### config.mk
export PLATFORM = sky130hd
export DESIGN_NAME = lb_path_steer
export DESIGN_NICKNAME = d
export VERILOG_FILES = /design/src/rtl/lbsel_pkg.sv /design/src/rtl/lbsel_path_decode.sv /design/src/rtl/lbsel_quiet_timer.sv /design/src/rtl/lbsel_steer_xbar.sv /design/src/rtl/lb_path_steer.sv
export SDC_FILE = /design/constraint.sdc
export NUM_CORES = 1
export LEC_CHECK = 0
export ABC_CLOCK_PERIOD_IN_PS = 2570
export BUFFER_PORTS_ARGS = -buffer_cell sky130_fd_sc_hd__buf_2
export CAP_MARGIN = 10
export CORE_AREA = 2 2 54 62
export CTS_CLUSTER_DIAMETER = 80
export DETAILED_ROUTE_END_ITERATION = 12
export DIE_AREA = 0 0 56 64
export PLACE_DENSITY = 0.72
export SLEW_MARGIN = 40
export SYNTH_ARGS = -nofsm -noshare
export SYNTH_HDL_FRONTEND = slang
export SYNTH_SLANG_ARGS = --single-unit
### constraint.sdc
create_clock -name clk -period 2.57 [get_ports clk]
set_input_delay 0.257 -clock clk [delete_from_list [all_inputs] [get_ports clk]]
set_output_delay 0.257 -clock clk [all_outputs]
set_load 0.02 [all_outputs]
### src/rtl/lbsel_pkg.sv
package lbsel_pkg;

   // Effective data-path arrangement after the override is applied.
   typedef enum logic [1:0] {
      PATH_NORMAL   = 2'd0,
      PATH_XCVR     = 2'd1,
      PATH_REMOTE   = 2'd2,
      PATH_INTERNAL = 2'd3
   } path_e;

   // Arrangements that need a settling window when entered.
   function automatic logic path_needs_quiet(input path_e p);
      return (p == PATH_XCVR) || (p == PATH_INTERNAL);
   endfunction

endpackage

### src/rtl/lbsel_path_decode.sv
module lbsel_path_decode
   import lbsel_pkg::*;
(
   input  logic [1:0] mode_i,
   input  logic       int_lb_i,
   output path_e      path_o
);

   always_comb begin
      if (int_lb_i) begin
         path_o = PATH_INTERNAL;
      end else begin
         unique case (mode_i)
            2'b01:   path_o = PATH_XCVR;
            2'b10:   path_o = PATH_REMOTE;
            default: path_o = PATH_NORMAL;   // 2'b00 and reserved 2'b11
         endcase
      end
   end

endmodule

### src/rtl/lbsel_quiet_timer.sv
module lbsel_quiet_timer
   import lbsel_pkg::*;
#(
   parameter int unsigned DEAD_CYC = 13750
) (
   input  logic  clk,
   input  logic  rst_n,
   input  path_e path_i,
   output logic  quiet_nxt_o,
   output logic  data_ok_o
);

   localparam int unsigned CNT_W = $clog2(DEAD_CYC + 1);
   localparam logic [CNT_W-1:0] CNT_LOAD = CNT_W'(DEAD_CYC);

   path_e            cur_q;
   logic [CNT_W-1:0] cnt_q;
   logic [CNT_W-1:0] cnt_d;
   logic             changed;

   assign changed = (path_i != cur_q);

   always_comb begin
      if (changed) begin
         cnt_d = path_needs_quiet(path_i) ? CNT_LOAD : '0;
      end else if (cnt_q != '0) begin
         cnt_d = cnt_q - 1'b1;
      end else begin
         cnt_d = '0;
      end
   end

   assign quiet_nxt_o = (cnt_d != '0);

   always_ff @(posedge clk or negedge rst_n) begin
      if (!rst_n) begin
         cur_q     <= PATH_NORMAL;
         cnt_q     <= '0;
         data_ok_o <= 1'b0;
      end else begin
         cur_q     <= path_i;
         cnt_q     <= cnt_d;
         data_ok_o <= !quiet_nxt_o;
      end
   end

endmodule

### src/rtl/lbsel_steer_xbar.sv
module lbsel_steer_xbar
   import lbsel_pkg::*;
#(
   parameter int unsigned        DATA_W    = 4,
   parameter logic [DATA_W-1:0]  MII_IDLE  = '0,
   parameter logic [DATA_W-1:0]  LINE_IDLE = '0
) (
   input  logic              clk,
   input  logic              rst_n,
   input  path_e             path_i,
   input  logic              quiet_i,
   input  logic [DATA_W-1:0] mii_txd_i,
   input  logic [DATA_W-1:0] line_rxd_i,
   output logic [DATA_W-1:0] line_txd_o,
   output logic [DATA_W-1:0] mii_rxd_o
);

   logic [DATA_W-1:0] tx_sel;
   logic [DATA_W-1:0] rx_sel;

   always_comb begin
      unique case (path_i)
         PATH_REMOTE: begin
            tx_sel = line_rxd_i;
            rx_sel = line_rxd_i;
         end
         PATH_INTERNAL: begin
            tx_sel = LINE_IDLE;
            rx_sel = mii_txd_i;
         end
         default: begin
            tx_sel = mii_txd_i;
            rx_sel = line_rxd_i;
         end
      endcase
      if (quiet_i) begin
         tx_sel = LINE_IDLE;
         rx_sel = MII_IDLE;
      end
   end

   // One flop pair per lane, each resetting to its own idle bit.
   for (genvar b = 0; b < DATA_W; b++) begin : g_lane
      always_ff @(posedge clk or negedge rst_n) begin
         if (!rst_n) begin
            line_txd_o[b] <= LINE_IDLE[b];
            mii_rxd_o[b]  <= MII_IDLE[b];
         end else begin
            line_txd_o[b] <= tx_sel[b];
            mii_rxd_o[b]  <= rx_sel[b];
         end
      end
   end

endmodule

### src/rtl/lb_path_steer.sv
module lb_path_steer
   import lbsel_pkg::*;
#(
   parameter int unsigned       DATA_W    = 4,
   parameter int unsigned       DEAD_CYC  = 13750,
   parameter logic [DATA_W-1:0] MII_IDLE  = '0,
   parameter logic [DATA_W-1:0] LINE_IDLE = '0
) (
   input  logic              clk,
   input  logic              rst_n,
   input  logic [1:0]        lb_mode_i,
   input  logic              int_lb_i,
   input  logic [DATA_W-1:0] mii_txd_i,
   input  logic [DATA_W-1:0] line_rxd_i,
   output logic [DATA_W-1:0] line_txd_o,
   output logic [DATA_W-1:0] mii_rxd_o,
   output logic              data_ok_o
);

   if (DATA_W < 1) begin : g_bad_width
      $error("lb_path_steer: DATA_W must be at least 1");
   end
   if (DEAD_CYC < 1) begin : g_bad_dead
      $error("lb_path_steer: DEAD_CYC must be at least 1");
   end

   path_e path_c;
   logic  quiet_nxt;

   lbsel_path_decode u_decode (
      .mode_i   (lb_mode_i),
      .int_lb_i (int_lb_i),
      .path_o   (path_c)
   );

   lbsel_quiet_timer #(
      .DEAD_CYC (DEAD_CYC)
   ) u_timer (
      .clk         (clk),
      .rst_n       (rst_n),
      .path_i      (path_c),
      .quiet_nxt_o (quiet_nxt),
      .data_ok_o   (data_ok_o)
   );

   lbsel_steer_xbar #(
      .DATA_W    (DATA_W),
      .MII_IDLE  (MII_IDLE),
      .LINE_IDLE (LINE_IDLE)
   ) u_xbar (
      .clk        (clk),
      .rst_n      (rst_n),
      .path_i     (path_c),
      .quiet_i    (quiet_nxt),
      .mii_txd_i  (mii_txd_i),
      .line_rxd_i (line_rxd_i),
      .line_txd_o (line_txd_o),
      .mii_rxd_o  (mii_rxd_o)
   );

endmodule

==> results_dict.tcl <==
set metrics [dict create \
    ir_drop_mv 0.307 \
    critPathLaunchType "flop" \
    place.gp.congestion 0.818 \
    cp_max_fo 9 \
    cts_buffer_depth 2 \
    dp_hpwl_um 1920 \
    crit_buf_inv 1 \
    reg2reg_depth 7 \
    syn_avg_cell_area_um2 10.6 \
    rr_endpoint "u_xbar.line_txd_o[0]$_DFF_PN0_" \
    gr-usage-met1_pct 18.6 \
    worst_pin_slew_ns 0.555 \
    power.leakage_uw 0.000677 \
    r2r_start "u_timer.cnt_q[0]$_DFF_PN0_" \
    synth_area_mm2 0.00129 \
    yosysUniqueCellTypes 37 \
    num_rows 21 \
    critPathKind "reg2reg" \
    die_x_um 56 \
    intPower_uw 595 \
    share_comb_of_total_power_pct 25.9 \
    fmax_mhz 485 \
    die_area_mm2 0.00358 \
    wirelength_um 2520 \
    synth_seq_cells 25 \
    first_pass_iters 2 \
    synth_edf_count 0 \
    ys.flop_type "dfrtp_1" \
    p_sw_uw 302 \
    final.setup.worst_slack_ns 0.510 \
    tns_ns 0 \
    grt.total_usage_pct 15.5 \
    seq_area_frac_synth_pct 48.6 \
    antenna_cells 0 \
    num-fill-cells 294 \
    hold_class "in2reg" \
    setup.worst_path.start "u_timer.cnt_q[0]$_DFF_PN0_" \
    arrival_ns 2.30 \
    cp_cell_sequence "inv_1 -> ha_1 -> xnor2_1 -> nand4_1 -> nor4b_1 -> o22ai_2 -> nor3_1" \
    grt_pass1_vias 998 \
    switching_share_pct 33.7 \
    seqPwrFrac_pct 54.4 \
    critPathMaxStageDelay_ns 0.42 \
    period_minus_slack_ns 2.06 \
    routedWlPerCell_um 14.1 \
    critPathTopFamily "simple AND/OR/NAND/NOR gates" \
    slew_headroom_pct 63.0 \
    grt_pass1_wl_um 4370 \
    core_area_mm2 0.00294 \
    fin_crit_sh_pct 80.2 \
    clock-root-buffer "clkbuf_4" \
    preCtsSetupSlack_ns 0.478 \
    grtUsageMet3_pct 2.23 \
    drtIter0Drc 12 \
    vias 959 \
    gr-max-usage-layer "met2" \
    cts_tree "done" \
    antenna_left 0 \
    ys_async_sr_fraction_pct 100 \
    portBuffers 21 \
    clock_latency_ns 0.31 \
    required_ns 2.81 \
    clk_pin_slew_ns 0.14 \
    cp_num_cells 7 \
    finClkSkew_ns 0.00361 \
    start_util_pct 43.8 \
    power_frac_clock_pct 19.7 \
    post_cts_buffers 0 \
    grt_setup_unrepaired "no" \
    syn_inst 122 \
    cp-endpoint "u_xbar.line_txd_o[0]$_DFF_PN0_" \
    area_delta_synth_final_pct 13.6 \
    rrSetupSlack_ns 0.51 \
    grt.overflow.total 0 \
    slew_viol_final 0 \
    syn_nets 137 \
    die_h_um 64 \
    remaining_drc_errors 0 \
    h-tree-depth 1 \
    clock-sinks 25 \
    p_per_area_mw_per_mm2 613 \
    critPathSlowestCell "dfrtp_1" \
    status "finished, final reports clean" \
    hold_viol 0 \
    numCtsBuffers 3 \
    cap_violations 0 \
    finalSetupViolations 0 \
    grt_max_degree 26 \
    routed_via_density 5.36 \
    yosysWarnings 0 \
    end_kind "flop" \
    grt_util_met2_pct 28.2 \
    layout-drive-gt1-share_pct 22.1 \
    hold_slack_ns 0.197 \
    ctsResizeCount 0 \
    num_io_pins 22 \
    nets 161 \
    antenna_found_initial 0 \
    holdBufCountCts 1 \
]
## cells in the mapped netlist, drive strengths merged, types with 3 or more instances
master  number  area [um^2]
nand2        6         22.5
dfrtp       25          626
o21ai        7         35.0
nand4        3         18.8
nor3         7         35.0
xor2         7         61.3
or3          4         25.0
xnor2        5         43.8
inv          4         15.0
mux2i        8         80.1
nand2b       3         18.8
nor2b        3         18.8
nor2        14         52.6
## flip-flops by register name, summed over array words and instances (netlist names)
signal	cells
u_xbar.mii_rxd_o	4
u_xbar.line_txd_o	4
u_timer.data_ok_o	1
u_timer.cnt_q	14
u_timer.cur_q	2
## cells by family (layout without fill, tap and decap cells)
| kind of cell | count (synthesis) | after routing | synth area share [%] |
|---|---|---|---|
| and+or+nand+nor | 52 | 52 | 23.7 |
| xor gates and xnor gates | 12 | 12 | 8.16 |
| AOI/OAI and AO/OA | 16 | 16 | 9.23 |
| adders and majority gates | 2 | 2 | 1.94 |
| muxes | 8 | 8 | 6.22 |
| buffers and inverters | 7 | 30 | 2.14 |
| DFF | 25 | 25 | 48.6 |
## how the worst min path moves through the flow
stage	start	to	slack [ns]	cells after the start
detailed placement	rst_n	u_timer.cnt_q[1]$_DFF_PN0_	0.28	1
global placement	rst_n	u_timer.cnt_q[1]$_DFF_PN0_	0.27	1
CTS	line_rxd_i[0]	u_xbar.mii_rxd_o[0]$_DFF_PN0_	0.18	3
global route	mii_txd_i[0]	u_xbar.mii_rxd_o[0]$_DFF_PN0_	0.19	3
floorplan	rst_n	u_timer.cnt_q[0]$_DFF_PN0_	-0.04	0
finish	line_rxd_i[0]	u_xbar.mii_rxd_o[0]$_DFF_PN0_	0.20	3
## placed cells by master (no fill, tap or decap), types with 2 or more instances in the layout
master	netlist	final
dfrtp_1	25	25
xnor2_1	5	5
xor2_1	7	7
nand4_1	3	3
nand2b_1	3	3
buf_2	1	21
o21ai_0	6	6
clkbuf_4	0	3
or3_1	4	4
mux2i_1	8	8
nor2b_1	3	3
nand2_1	6	6
a21boi_0	2	2
ha_1	2	2
nor3_1	7	7
inv_1	4	4
nor2_1	14	14
## power groups by stage
stage | clock network, uW | logic, uW | registers, uW
floorplan | 0 | 145 | 507
global placement | 0 | 224 | 493
detailed placement | 0 | 233 | 495
CTS | 185 | 235 | 488
global route | 200 | 261 | 496
finish | 176 | 232 | 488
## cell type report
type                       count  area [um^2]  area share, %
inverter                       4         15.0           1.03
timing repair buffer          22          115           7.87
sequential                    25          626           42.8
clock inverter                 1         7.51          0.513
clock buffer                   3         22.5           1.54
multi-input combinational     90          634           43.4
tap                           34         42.5           2.91
## worst reg2reg max path, stage by stage (launching register included)
cell and delay (ns):
dfrtp_1 0.42, inv_1 0.08, ha_1 0.29, xnor2_1 0.21, nand4_1 0.11, nor4b_1 0.40, o22ai_2 0.25, nor3_1 0.22
## metrics by stage
step                      util (%)  total power [uW]  std cells  instance area [um^2]
after floorplan                  -               652        122                  1290
final                         49.7               896        179                  1460
after global placement        48.3               717        174                  1420
after CTS                     49.7               909        179                  1460
after global routing          49.7               957        179                  1460
after detailed placement      48.3               729        174                  1420
## per-layer routing
metal	up-vias	wire length, um
met3	4	94
li1	472	-
met2	20	1270
met1	463	1130
met5	-	0
met4	0	29
(Power assumes the default switching activity.)
